$ cat src/rtl/sync_phase_pkg.sv
`timescale 1ns/1ps
package sync_phase_pkg;

  // Strobes from the control to the datapath
  typedef struct packed {
    logic divClear;     // restart the internal divider from zero
    logic phaseLoad;    // load half the measured period into the phase counter
    logic phaseCancel;  // drop a pending scheduled start
    logic drivePin;     // produce the outgoing square wave
  } ctl_strobe_t;

  // Events from the datapath to the control
  typedef struct packed {
    logic edgeSeen;     // synchronized rising edge of the incoming sync
    logic timeoutHit;   // no edge for the timeout span
    logic phaseDue;     // scheduled start falls in this cycle
    logic divWrap;      // divider at its last count
  } dp_status_t;

endpackage

$ cat src/rtl/sync_phase_datapath.sv
`timescale 1ns/1ps
module sync_phase_datapath
  import sync_phase_pkg::*;
#(
  parameter int NOM_DIV     = 50,
  parameter int SYNC_STAGES = 2,
  parameter int TIMEOUT     = 75,
  parameter int MAX_HALF    = 30,
  parameter int CNT_W       = 7
) (
  input  logic             clk,
  input  logic             rstN,
  input  logic             syncIn,
  input  ctl_strobe_t      ctl,
  output dp_status_t       stat,
  output logic [CNT_W-1:0] periodMeas,
  output logic             syncOut
);

  localparam int DIV_W    = $clog2(NOM_DIV);
  localparam int HALF_NOM = NOM_DIV / 2;
  localparam logic [DIV_W-1:0] DIV_LAST = DIV_W'(NOM_DIV - 1);
  localparam logic [DIV_W-1:0] DIV_HALF = DIV_W'(HALF_NOM);
  localparam logic [CNT_W-1:0] CNT_TOP  = CNT_W'(TIMEOUT);
  localparam logic [CNT_W-1:0] CNT_TRIP = CNT_W'(TIMEOUT - 1);
  localparam logic [CNT_W-1:0] CNT_ONE  = CNT_W'(1);

  // Input synchronizer with one extra stage for edge detection
  logic [SYNC_STAGES:0] syncPipe;

  always_ff @(posedge clk or negedge rstN) begin
    if (!rstN) syncPipe <= '0;
    else       syncPipe <= {syncPipe[SYNC_STAGES-1:0], syncIn};
  end

  logic edgeNow;
  assign edgeNow = syncPipe[SYNC_STAGES-1] & ~syncPipe[SYNC_STAGES];

  // Internal divider and outgoing square wave
  logic [DIV_W-1:0] divCnt;
  logic [DIV_W-1:0] divNext;
  logic             wrapNow;

  assign wrapNow = (divCnt == DIV_LAST);

  always_comb begin
    if (ctl.divClear)  divNext = '0;
    else if (wrapNow)  divNext = '0;
    else               divNext = divCnt + DIV_W'(1);
  end

  always_ff @(posedge clk or negedge rstN) begin
    if (!rstN) begin
      divCnt  <= '0;
      syncOut <= 1'b0;
    end else begin
      divCnt  <= divNext;
      syncOut <= ctl.drivePin && (divNext < DIV_HALF);
    end
  end

  // Incoming period measurement with saturation at the timeout span
  logic [CNT_W-1:0] periodCnt;

  always_ff @(posedge clk or negedge rstN) begin
    if (!rstN)                  periodCnt <= '0;
    else if (edgeNow)           periodCnt <= '0;
    else if (periodCnt != CNT_TOP) periodCnt <= periodCnt + CNT_ONE;
  end

  assign periodMeas = periodCnt + CNT_ONE;

  // Half-period delay from an accepted edge to the local start
  logic [CNT_W-1:0] phaseCnt;

  always_ff @(posedge clk or negedge rstN) begin
    if (!rstN)                phaseCnt <= '0;
    else if (ctl.phaseLoad)   phaseCnt <= periodMeas >> 1;
    else if (ctl.phaseCancel) phaseCnt <= '0;
    else if (phaseCnt != '0)  phaseCnt <= phaseCnt - CNT_ONE;
  end

  always_comb begin
    stat.edgeSeen   = edgeNow;
    stat.timeoutHit = !edgeNow && (periodCnt == CNT_TRIP);
    stat.phaseDue   = (phaseCnt == CNT_ONE);
    stat.divWrap    = wrapNow;
  end

  // the square wave stays low whenever the control does not ask for it
  p_pin_idle_r4: assert property (@(posedge clk) disable iff (!rstN)
    !ctl.drivePin |=> !syncOut);

  // only accepted periods reach the phase counter
  p_phase_bound_r6: assert property (@(posedge clk) disable iff (!rstN)
    phaseCnt <= CNT_W'(MAX_HALF));

  // the timeout event fires once per silent stretch
  p_timeout_once_r8: assert property (@(posedge clk) disable iff (!rstN)
    stat.timeoutHit |=> !stat.timeoutHit);

endmodule

$ cat src/rtl/sync_phase_control.sv
`timescale 1ns/1ps
module sync_phase_control
  import sync_phase_pkg::*;
#(
  parameter int MIN_P = 40,
  parameter int MAX_P = 60,
  parameter int CNT_W = 7
) (
  input  logic             clk,
  input  logic             rstN,
  input  logic             masterMode,
  input  dp_status_t       stat,
  input  logic [CNT_W-1:0] periodMeas,
  output ctl_strobe_t      ctl,
  output logic             cycleStart,
  output logic             syncOe,
  output logic             syncFault
);

  localparam logic [CNT_W-1:0] LO_LIM = CNT_W'(MIN_P);
  localparam logic [CNT_W-1:0] HI_LIM = CNT_W'(MAX_P);

  logic locked;
  logic haveRef;

  logic inWindow;
  logic goodEdge;
  logic badEdge;
  logic toEvt;
  logic lossEvt;
  logic clearDiv;
  logic startNext;

  always_comb begin
    inWindow = (periodMeas >= LO_LIM) && (periodMeas <= HI_LIM);
    goodEdge = !masterMode && stat.edgeSeen && haveRef && inWindow;
    badEdge  = !masterMode && stat.edgeSeen && haveRef && !inWindow;
    toEvt    = !masterMode && stat.timeoutHit;
    lossEvt  = badEdge || toEvt;
    clearDiv = !masterMode && (locked || goodEdge || lossEvt);

    ctl.drivePin    = masterMode;
    ctl.divClear    = clearDiv;
    ctl.phaseLoad   = goodEdge;
    ctl.phaseCancel = lossEvt || masterMode;

    if (masterMode)  startNext = stat.divWrap;
    else if (locked) startNext = stat.phaseDue && !lossEvt;
    else             startNext = stat.divWrap && !clearDiv;
  end

  always_ff @(posedge clk or negedge rstN) begin
    if (!rstN) begin
      locked     <= 1'b0;
      haveRef    <= 1'b0;
      syncFault  <= 1'b0;
      cycleStart <= 1'b0;
      syncOe     <= 1'b0;
    end else begin
      cycleStart <= startNext;
      syncOe     <= masterMode;
      if (masterMode) begin
        locked    <= 1'b0;
        haveRef   <= 1'b0;
        syncFault <= 1'b0;
      end else begin
        if (stat.edgeSeen) haveRef <= 1'b1;
        else if (toEvt)    haveRef <= 1'b0;

        if (goodEdge)     locked <= 1'b1;
        else if (lossEvt) locked <= 1'b0;

        if (lossEvt)       syncFault <= 1'b1;
        else if (goodEdge) syncFault <= 1'b0;
      end
    end
  end

  // a strobe never lasts longer than one clock
  p_single_strobe_r2: assert property (@(posedge clk) disable iff (!rstN)
    cycleStart |=> !cycleStart);

  // the pin enable stays off in slave mode
  p_oe_slave_r4: assert property (@(posedge clk) disable iff (!rstN)
    !masterMode |=> !syncOe);

  // no fault is reported while driving
  p_no_fault_master_r12: assert property (@(posedge clk) disable iff (!rstN)
    masterMode |=> !syncFault);

  // the fault only clears together with a fresh lock
  p_unfault_locked_r11: assert property (@(posedge clk) disable iff (!rstN)
    ($fell(syncFault) && !masterMode) |-> locked);

  // a rejected edge is never followed by a strobe
  p_cancel_r10: assert property (@(posedge clk) disable iff (!rstN)
    badEdge |=> !cycleStart);

endmodule

$ cat src/rtl/sync_phase_unit.sv
`timescale 1ns/1ps
module sync_phase_unit
  import sync_phase_pkg::*;
#(
  parameter int NOM_DIV     = 50,
  parameter int WIN_PCT     = 20,
  parameter int SYNC_STAGES = 2
) (
  input  logic clk,
  input  logic rstN,
  input  logic masterMode,
  input  logic syncIn,
  output logic syncOut,
  output logic syncOe,
  output logic cycleStart,
  output logic syncFault
);

  localparam int MIN_P    = NOM_DIV * (100 - WIN_PCT) / 100;
  localparam int MAX_P    = NOM_DIV * (100 + WIN_PCT) / 100;
  localparam int TIMEOUT  = NOM_DIV * 3 / 2;
  localparam int MAX_HALF = MAX_P / 2;
  localparam int CNT_W    = $clog2(TIMEOUT + 2);

  ctl_strobe_t      ctl;
  dp_status_t       stat;
  logic [CNT_W-1:0] periodMeas;

  sync_phase_datapath #(
    .NOM_DIV    (NOM_DIV),
    .SYNC_STAGES(SYNC_STAGES),
    .TIMEOUT    (TIMEOUT),
    .MAX_HALF   (MAX_HALF),
    .CNT_W      (CNT_W)
  ) u_dp (
    .clk       (clk),
    .rstN      (rstN),
    .syncIn    (syncIn),
    .ctl       (ctl),
    .stat      (stat),
    .periodMeas(periodMeas),
    .syncOut   (syncOut)
  );

  sync_phase_control #(
    .MIN_P(MIN_P),
    .MAX_P(MAX_P),
    .CNT_W(CNT_W)
  ) u_ctl (
    .clk       (clk),
    .rstN      (rstN),
    .masterMode(masterMode),
    .stat      (stat),
    .periodMeas(periodMeas),
    .ctl       (ctl),
    .cycleStart(cycleStart),
    .syncOe    (syncOe),
    .syncFault (syncFault)
  );

endmodule

$ cat config.mk
export PLATFORM = sky130hd
export DESIGN_NAME = sync_phase_unit
export DESIGN_NICKNAME = d
export VERILOG_FILES = /design/src/rtl/sync_phase_pkg.sv /design/src/rtl/sync_phase_datapath.sv /design/src/rtl/sync_phase_control.sv /design/src/rtl/sync_phase_unit.sv
export SDC_FILE = /design/constraint.sdc
export NUM_CORES = 1
export LEC_CHECK = 0
export ABC_AREA = 1
export BUFFER_PORTS_ARGS = -buffer_cell sky130_fd_sc_hd__buf_2
export CORE_ASPECT_RATIO = 1.2
export CORE_UTILIZATION = 50
export CTS_CLUSTER_SIZE = 10
export DETAILED_ROUTE_END_ITERATION = 10
export HOLD_SLACK_MARGIN = 0.05
export PLACE_DENSITY = 0.7
export SYNTH_ARGS = -nofsm -noshare
export SYNTH_HDL_FRONTEND = slang
export SYNTH_SLANG_ARGS = --single-unit
$ cat constraint.sdc
create_clock -name clk -period 1.59 [get_ports clk]
set_input_delay 0.2385 -clock clk [delete_from_list [all_inputs] [get_ports clk]]
set_output_delay 0.2385 -clock clk [all_outputs]
set_load 0.03 [all_outputs]
After elaboration in Yosys (flattened, before gate mapping) --
Index checks and enable logic that the tools add are counted.
Cells by class: order comparisons 3, add/sub/neg operators 3, eq/ne operators 4, mux-type cells 18, reductions and logical operators 25, bitwise gates (word level) 2
Operator list (number):
- 7-bit 2-to-1 mux | 5
- 6-bit 2-to-1 mux | 2
- 1-bit logical AND | 11
- 1-bit 2-to-1 mux | 11
- 3-bit nonzero test | 3
- 7-bit by 1-bit adder with 7-bit output, second input constant | 1
- 7-bit by 1-bit == test with 1-bit output, second input constant | 1
- 7-bit == test, second input constant | 1
- 7-bit by 6-bit greater-or-equal comparator with 1-bit output, second input constant | 1
- 7-bit by 6-bit less-or-equal comparator with 1-bit output, second input constant | 1
- 7-bit != test, second input constant | 1
- 7-bit nonzero test | 1
- 7-bit by 1-bit subtractor with 7-bit output, second input constant | 1
- 6-bit by 1-bit adder with 6-bit output, second input constant | 1
- 6-bit == test, second input constant | 1
- 6-bit by 5-bit < comparator with 1-bit output, second input constant | 1
- 1-bit zero test | 5
- 1-bit logical OR | 4
- 2-bit nonzero test | 1
- 1-bit AND | 1
- 1-bit inverter | 1
Storage, ports and cells: logic and storage cells 65, input port bits 4, register bits 29, output and inout port bits 4

Depth between registers and ports, before layout --
Gate-level depths: netlist of the first run.
depth after elaboration 12, mapped depth 12, mapped depth without buffers 12

Modules after synthesis --
A second synthesis of the first run with hierarchy kept.
Second synthesis, totals: cells, all modules 212, area total of the unflattened synthesis 1717.9 um2
Modules (own cells, without submodules):
- sync_phase_datapath | area each 1400.1 um2, cells an instance 166, sequential area each 600.6 um2, instances 1
- sync_phase_control | area each 317.8 um2, cells an instance 46, sequential area each 125.1 um2, instances 1

Least setup slack after synthesis of the first run --
Ideal clock, no wire load.
path kind reg2reg, start point reg u_dp.periodCnt[0], end point reg u_ctl.cycleStart, buffers on the path 0, cell stages (with the launch flop) 12, data arrival time 1410 ps, required time 1466 ps, slack 56 ps, period minus slack after synthesis 1534 ps, library setup time 124 ps, path through dfrtp_1 ha_1 nand2_1 inv_2 nor2_1 nand3_1 nor2_1 nor2_4 nand2_1 nand2_1 nand2_1 o21ai_1
On the way: longest elaborated chain between the ends 12, elaborated cells on any way between the ends 20, classes of those cells add/sub (1); order compare (2); eq/ne (1); mux (2); reduce/logical (14)
RTL lines:
- start: declaration | RTL line sync_phase_datapath.sv:63 | logic [CNT_W-1:0] periodCnt;
- start signal: assignment | RTL line sync_phase_datapath.sv:68 | else if (periodCnt != CNT_TOP) periodCnt <= periodCnt + CNT_ONE;
- 7-bit by 1-bit adder with 7-bit output | RTL line sync_phase_datapath.sv:71 | assign periodMeas = periodCnt + CNT_ONE;
- 7-bit by 6-bit greater-or-equal comparator with 1-bit output / 7-bit by 6-bit less-or-equal comparator with 1-bit output (equally long branches) | RTL line sync_phase_control.sv:35 | inWindow = (periodMeas >= LO_LIM) && (periodMeas <= HI_LIM);
- 1-bit logical AND | RTL line sync_phase_control.sv:35
- 1-bit zero test | RTL line sync_phase_control.sv:37 | badEdge = !masterMode && stat.edgeSeen && haveRef && !inWindow;
- 1-bit logical AND | RTL line sync_phase_control.sv:37
- 1-bit logical OR | RTL line sync_phase_control.sv:39 | lossEvt = badEdge || toEvt;
- 1-bit logical OR | RTL line sync_phase_control.sv:40 | clearDiv = !masterMode && (locked || goodEdge || lossEvt);
- 1-bit logical AND | RTL line sync_phase_control.sv:40
- 1-bit zero test | RTL line sync_phase_control.sv:49 | else startNext = stat.divWrap && !clearDiv;
- 1-bit logical AND | RTL line sync_phase_control.sv:49
- 1-bit 2-to-1 mux * | RTL line sync_phase_control.sv:48 | else if (locked) startNext = stat.phaseDue && !lossEvt;
- 1-bit 2-to-1 mux * | RTL line sync_phase_control.sv:47 | if (masterMode) startNext = stat.divWrap;
- named net u_ctl.startNext | RTL line sync_phase_control.sv:32 | logic startNext;
- end signal: assignment | RTL line sync_phase_control.sv:60 | cycleStart <= startNext;
- end: declaration | RTL line sync_phase_control.sv:15 | output logic cycleStart,
The timed path passes the listed nets; every way through them passes the cells marked *. A chain may end at the register's enable or synchronous reset.

Worst setup path after layout of the first run --
start point reg u_dp.periodCnt[0], end point reg u_dp.phaseCnt[3]
On the way: longest elaborated chain between the ends 9, elaborated cells on any way between the ends 15, classes of those cells add/sub (1); order compare (2); eq/ne (1); mux (2); reduce/logical (9)
RTL lines:
- 7-bit by 1-bit adder with 7-bit output | RTL line sync_phase_datapath.sv:71
- 7-bit by 6-bit greater-or-equal comparator with 1-bit output / 7-bit by 6-bit less-or-equal comparator with 1-bit output (equally long branches) | RTL line sync_phase_control.sv:35
- 1-bit logical AND | RTL line sync_phase_control.sv:35
- 1-bit zero test | RTL line sync_phase_control.sv:37
- 1-bit logical AND | RTL line sync_phase_control.sv:37
- 1-bit logical OR | RTL line sync_phase_control.sv:39
- 1-bit logical OR | RTL line sync_phase_control.sv:45 | ctl.phaseCancel = lossEvt || masterMode;
- 7-bit 2-to-1 mux | RTL line sync_phase_datapath.sv:79 | else if (ctl.phaseCancel) phaseCnt <= '0;
- 7-bit 2-to-1 mux | RTL line sync_phase_datapath.sv:78 | else if (ctl.phaseLoad) phaseCnt <= periodMeas >> 1;
- end signal: assignment | RTL line sync_phase_datapath.sv:78
- end signal: assignment | RTL line sync_phase_datapath.sv:80 | else if (phaseCnt != '0) phaseCnt <= phaseCnt - CNT_ONE;
- end: declaration | RTL line sync_phase_datapath.sv:74 | logic [CNT_W-1:0] phaseCnt;
Several ways; a longest one is shown, not always the timed one.

==> results.toml, run 1 <==
[grt]
grt_first_pass_wirelength_um = 5480
grt_pass1_vias = 1373
grt_remaining_overflow = 0
antenna_violations_before_repair = 0
pin_count_of_the_biggest_net_entering_global_routing = 30
grt_util_all_layers_pct = 23.1

[timing]
final.setup.tns_ps = 0
layout_min_cycle_time_ps = 1570
fmax_mhz = 638
timing_max_transition_violations_final = 0
unrepaired_setup_endpoints_after_global_routing = "yes"
fin_worst_skew_ps = 8.93
worst_pin_slew_ps = 642
final_hold_viol_count = 0
finalWorstSetupSlack_ps = 21.6
max_slew_margin_pct = 57.2
min_period_over_period_pct = 98.6
setup-violations-final = 0
fin_hold_ws_ps = 195

[layout]
num-nets-final = 227
area_growth_syn_to_layout_pct = 22.2
nFillCells = 247
layout_common_cells = "33 x nand2_1, 26 x dfrtp_1, 24 x inv_1"
finish.instance_area_um2 = 1870
drive_above_1_share_pct = 27.5
final_core_utilization_pct = 65.7
insertedDiodeCount = 0
most_frequent_standard_cell_in_the_layout_excluding_fill_and_tap_cells = "nand2_1"
fin_cells = 252

[die]
dieArea_um2 = 3280
std_cell_rows = 21
total_core_area_um2 = 2840
initial_cell_density_of_the_core_pct = 53.8
die_w_um = 52.4
num_io_pins = 8
die_height_um = 62.5

[clock_tree]
clock_path_buffers = 2
clkTransAtPathRegs_ps = 90
clock_tree.htree_level_count = 2
worst_skew_pair.late_latency_ps = 330
tritoncts_num_sinks = 29
cts_tree = "yes"
tritoncts.num_buffers = 5
clock-root-buffer = "clkbuf_4"

[synthesis]
yosys.cell_types.count = 25
synth_xor_area_share_pct = 0.574
ys_warn_count = 0
syn_area_um2 = 1530
synth_cells = 188
ys_ff_latch = 29
synthAdderAreaFrac_pct = 4.92
synthesis.nets = 198
synth_top_family_by_area = "simple AND/OR/NAND/NOR gates"
synth_sequential_area_ratio_pct = 47.5
postSynthAreaPerCell_um2 = 8.12
synth.mux.area_fraction_pct = 0
synth_compound_gate_area_share_pct = 7.30
synth-simple-area-share_pct = 32.8

[detailed_routing]
vias_per_cell = 5.46
final_antenna_net_count = 0
drt_wl_total_um = 3510
detail_route.drc_violations = 0
dr_total_vias = 1377
route.detailed.wl_per_inst_um = 13.9
detail_route.first_pass.iterations = 4
count_of_routing_violations_after_the_opening_detailed_route_iteration = 39

[setup_path]
crit_type = "reg2reg"
worstSetupStartpointType = "flip-flop"
crit_path_frequent_cell = "nand2_2"
cp_cell_sequence = "ha_4, nand2_4, inv_2, nand2_4, nand2_2, nand2_2, nand2_2, nor2_4, nand4_1, a21oi_2"
end_kind = "flip-flop"
cp_top_family = "simple AND/OR/NAND/NOR gates"
data_arrival_time_at_the_worst_slack_endpoint_ps = 1830
critical_path_required_ps = 1850
count_of_buffer_and_inverter_cells_on_the_critical_path = 1
critPathMaxFanout = 6
critical-path-slowest-cell = "dfrtp_2"
critical_path.max_stage_delay_ps = 460

[min_path]
hold_path.class = "in2reg"

[flow_run]
drv_cap = 0

[placed_design]
finalWeightedCongestion = 0.799
dpl.cell_count = 238
placement.cell_area_um2 = 1670
placement.setup.worst_slack_ps = -35.2
dpl.hpwl_um = 2300
buffer_ports.inserted = 7

[outcome]
outcome = "finished, final reports clean"

[power]
total_leakage_power_nw = 1.00
vdd.ir_drop.worst_mv = 0.952
p_total_mw = 2.84
power_density_nw_per_um2 = 1520
[path summary, 6_finish.rpt]
check	from	end	slack, ps	depth (start not counted)
min	masterMode	u_ctl.syncOe$_DFF_PN0_	190	2
max in group asynchronous	rstN	u_dp.periodCnt[1]$_DFFE_PN0P_	660	2
min reg2reg	u_dp.syncPipe[0]$_DFF_PN0_	u_dp.syncPipe[1]$_DFF_PN0_	360	0
max reg2reg	u_dp.periodCnt[0]$_DFFE_PN0P_	u_dp.phaseCnt[3]$_DFFE_PN0P_	20	10
min in group asynchronous	rstN	u_dp.divCnt[2]$_DFF_PN0_	470	2
max	u_dp.periodCnt[0]$_DFFE_PN0P_	u_dp.phaseCnt[3]$_DFFE_PN0P_	20	10
[worst reg2reg max path, stage by stage (launching register included)]
cell and delay (ps):
dfrtp_2 460, ha_4 200, nand2_4 70, inv_2 60, nand2_4 70, nand2_2 60
nand2_2 60, nand2_2 70, nor2_4 130, nand4_1 140, a21oi_2 180
[layout make-up]
cell class / instances / area, um^2 / area share [%]
clock inverter: 2 / 10.0 / 0.537
sequential: 29 / 729 / 39.1
timing repair buffer: 21 / 149 / 7.98
inverter: 28 / 105 / 5.63
tap: 34 / 42.5 / 2.28
multi-input combinational: 132 / 788 / 42.3
clock buffer: 6 / 41.3 / 2.21
[flip-flops by register name (all words and copies together) (netlist names)]
| name | flops |
|---|---|
| u_dp.divCnt | 6 |
| u_dp.periodCnt | 7 |
| u_dp.phaseCnt | 7 |
| u_dp.syncPipe | 3 |
| u_ctl.locked | 1 |
| u_dp.syncOut | 1 |
| u_ctl.cycleStart | 1 |
| u_ctl.haveRef | 1 |
| u_ctl.syncOe | 1 |
| u_ctl.syncFault | 1 |
[power breakdown]
group	leakage (nW)	internal [mW]	total (mW)	switching [mW]
sequential	0.366	0.947	1.16	0.213
combinational	0.603	0.523	1.25	0.729
clock	0.0320	0.168	0.428	0.260
[logic make-up after synthesis]
kind of cell               Yosys count
xor gates and xnor gates             1
AOI/OAI and AO/OA                   21
DFF                                 29
and+or+nand+nor                    103
buffers and inverters               28
adders and majority gates            6
[routing by layer]
layer	share of wire (%)	vias to the layer above	global-route usage (%)
met3	3.2	14	7.06
li1	-	666	-
met1	40	667	22.7
met5	0	-	0
met4	2.8	0	12.8
met2	54	30	40.8
[synth_stat cells, drive strengths merged]
library cell  instances  area [um^2]
a21oi                 8         40.0
a31oi                 1         6.26
and2                  1         6.26
dfrtp                29          726
ha                    6         75.1
inv                  28          105
nand2                43          181
nand3                16         85.1
nand3b                1         7.51
nand4                 8         50.1
nor2                 29          143
nor3                  3         15.0
nor4                  1         6.26
o211a                 1         10.0
o21ai                11         55.1
or2                   1         6.26
xor2                  1         8.76
[timing repair]
item | in CTS | in global routing
gates cloned | 1 | 0
resized for setup | 6 | 19
hold buffers | 2 | 0
buffers inserted | 1 | 2
endpoints found under the setup margin | 6 | 8
pin swaps | 5 | 13
hold endpoints to repair | 30 | 0
(Power assumes the default switching activity.)
==> run 2: changes to the inputs <==
--- a/config.mk
+++ b/config.mk
@@ -7,12 +7,13 @@
 export LEC_CHECK = 0
 export ABC_AREA = 1
 export BUFFER_PORTS_ARGS = -buffer_cell sky130_fd_sc_hd__buf_2
+export CAP_MARGIN = 20
 export CORE_ASPECT_RATIO = 1.2
-export CORE_UTILIZATION = 50
+export CORE_UTILIZATION = 53
 export CTS_CLUSTER_SIZE = 10
 export DETAILED_ROUTE_END_ITERATION = 10
 export HOLD_SLACK_MARGIN = 0.05
-export PLACE_DENSITY = 0.7
+export PLACE_DENSITY = 0.73
 export SYNTH_ARGS = -nofsm -noshare
 export SYNTH_HDL_FRONTEND = slang
 export SYNTH_SLANG_ARGS = --single-unit
==> run 2 against run 1 <==
Effect of this change: critical path type unchanged; first-iteration DRC count grew 18%; non-clock buffer count shrank 2; critical path depth grew 1; clock-buffer cell count grew 1.
==> results.toml, run 2 (same netlist as run 1, synthesis figures left out) <==
[detailed_routing]
detail_route.first_pass.iterations = 4
route.detailed.wl_per_inst_um = 13.7
dr_total_vias = 1314
final_antenna_net_count = 0
count_of_routing_violations_after_the_opening_detailed_route_iteration = 46
drt_wl_total_um = 3410
detail_route.drc_violations = 0
vias_per_cell = 5.28

[die]
dieArea_um2 = 3100
std_cell_rows = 20
total_core_area_um2 = 2630
num_io_pins = 8
die_height_um = 60.8
die_w_um = 51.0
initial_cell_density_of_the_core_pct = 58.1

[power]
proportion_of_power_drawn_by_combinational_gates_pct = 40.9
netSwitchingPower_mw = 1.19
cell_internal_pwr_mw = 1.83
vdd.ir_drop.worst_mv = 0.907
total_leakage_power_nw = 1.01
power_density_nw_per_um2 = 1580
share_clk_of_total_power_pct = 21.0
power.share.switching_pct = 39.5
power.sequential.fraction_pct = 38.1

[grt]
grt_remaining_overflow = 0
grt_pass1_vias = 1272
pin_count_of_the_biggest_net_entering_global_routing = 30
grt_util_all_layers_pct = 24.6
grt_first_pass_wirelength_um = 5370
antenna_violations_before_repair = 0

[setup_path]
critPathMaxFanout = 6
end_kind = "flip-flop"
crit_type = "reg2reg"
critical_path.max_stage_delay_ps = 460
worst_r2r_path_depth = 11
critical_path_required_ps = 1820
data_arrival_time_at_the_worst_slack_endpoint_ps = 1790
cp_cell_sequence = "ha_4, nand2_4, inv_6, nor2_4, nand3_2, nor2_4, nor2_4, nand2_1, nand2_1, nand2_1, o21ai_1"
critical-path-slowest-cell = "dfrtp_2"
worstSetupStartpointType = "flip-flop"

[placed_design]
placement.setup.worst_slack_ps = -39.2
buffer_ports.inserted = 7
dpl.hpwl_um = 2220
finalWeightedCongestion = 0.815
dpl.cell_count = 235

[min_path]
hold_path.class = "in2reg"
hold_path_cells = 2

[layout]
most_frequent_standard_cell_in_the_layout_excluding_fill_and_tap_cells = "nand2_1"
insertedDiodeCount = 0
layout_top_registers = "u_dp.periodCnt x7, u_dp.phaseCnt x7, u_dp.divCnt x6"
num-nets-final = 225
layout_common_cells = "33 x nand2_1, 28 x dfrtp_1, 24 x inv_1"
nFillCells = 194
drive_above_1_share_pct = 26.4
final_core_utilization_pct = 72.6
area_growth_syn_to_layout_pct = 25.0
fin_cells = 249

[clock_tree]
worst_skew_pair.late_latency_ps = 330
cts_tree = "yes"
clock_tree.htree_level_count = 2
clock_path_buffers = 2
tritoncts.num_buffers = 5
tritoncts_num_sinks = 29
clkTransAtPathRegs_ps = 100
clock-root-buffer = "clkbuf_4"

[timing]
timing_max_transition_violations_final = 0
final_hold_viol_count = 0
max_slew_margin_pct = 56.2
fin_worst_skew_ps = 18.4
unrepaired_setup_endpoints_after_global_routing = "yes"
worst_pin_slew_ps = 658
setup-violations-final = 0
layout_min_cycle_time_ps = 1570
min_period_over_period_pct = 98.5
finalWorstSetupSlack_ps = 23.7
fmax_mhz = 638

[outcome]
outcome = "finished, final reports clean"

[flow_run]
drv_cap = 0
[run 2: cell type report]
| cell class | instances | area (um^2) | area share (%) |
|---|---|---|---|
| Clock buffer | 7 | 55.1 | 2.89 |
| Clock inverter | 1 | 30.0 | 1.57 |
| Inverter | 28 | 110 | 5.77 |
| Multi-Input combinational cell | 132 | 807 | 42.3 |
| Sequential cell | 29 | 727 | 38.1 |
| Tap cell | 33 | 41.3 | 2.16 |
| Timing Repair Buffer | 19 | 138 | 7.21 |
[run 2: metrics by stage]
| step | area (um^2) | hold WS (ps) | TNS, ps | power [mW] |
|---|---|---|---|---|
| finish | 1910 | 210 | 0 | 3.02 |
| floorplan | 1530 | -57.1 | 0 | 1.85 |
| CTS | 1770 | 170 | 0 | 2.85 |
| global route | 1910 | 187 | -253 | 3.24 |
| global placement | 1660 | 289 | 0 | 2.12 |
| detailed placement | 1660 | 302 | -39.2 | 2.18 |
[run 2: critical path: cells and delay by family, from the launching register on]
| kind | cells | cell delay, ps |
|---|---|---|
| adder cells (fa/ha/maj) | 1 | 200 |
| AND/OR/NAND/NOR | 8 | 700 |
| AO/OA/AOI/OAI | 1 | 50 |
| buffers and inverters | 1 | 50 |
| flip-flops | 1 | 460 |
[run 2: repair_timing]
item,4_1_cts,5_1_grt
pin swaps,0,10
endpoints found under the hold margin,30,0
setup buffers,0,3
gates cloned,0,1
gates resized for setup,3,26
endpoints found under the setup margin,2,8
hold buffers,2,0
[run 2: path summary, 6_finish.rpt]
kind	startpoint	endpoint	slack [ps]
min reg2reg	u_dp.syncPipe[0]$_DFF_PN0_	u_dp.syncPipe[1]$_DFF_PN0_	360
min in group asynchronous	rstN	u_ctl.cycleStart$_DFF_PN0_	460
max	u_dp.periodCnt[1]$_DFFE_PN0P_	u_ctl.cycleStart$_DFF_PN0_	20
min	masterMode	u_ctl.syncOe$_DFF_PN0_	210
max in group asynchronous	rstN	u_dp.periodCnt[1]$_DFFE_PN0P_	660
max reg2reg	u_dp.periodCnt[1]$_DFFE_PN0P_	u_ctl.cycleStart$_DFF_PN0_	20
[run 2: power groups by stage]
stage / Combinational (mW) / Sequential, mW / Clock, mW
2_1_floorplan: 0.720 / 1.13 / 0
3_3_place_gp: 1.00 / 1.11 / 0
3_5_place_dp: 1.04 / 1.13 / 0
4_1_cts: 1.08 / 1.12 / 0.655
5_1_grt: 1.38 / 1.18 / 0.682
6_report: 1.24 / 1.15 / 0.633
[run 2: metal layers]
| metal | share of wire, % | global-route usage [%] |
|---|---|---|
| met1 | 41 | 26.1 |
| met5 | 0 | 0 |
| met3 | 3.9 | 8.52 |
| met2 | 51 | 42.1 |
| met4 | 3.4 | 15.1 |
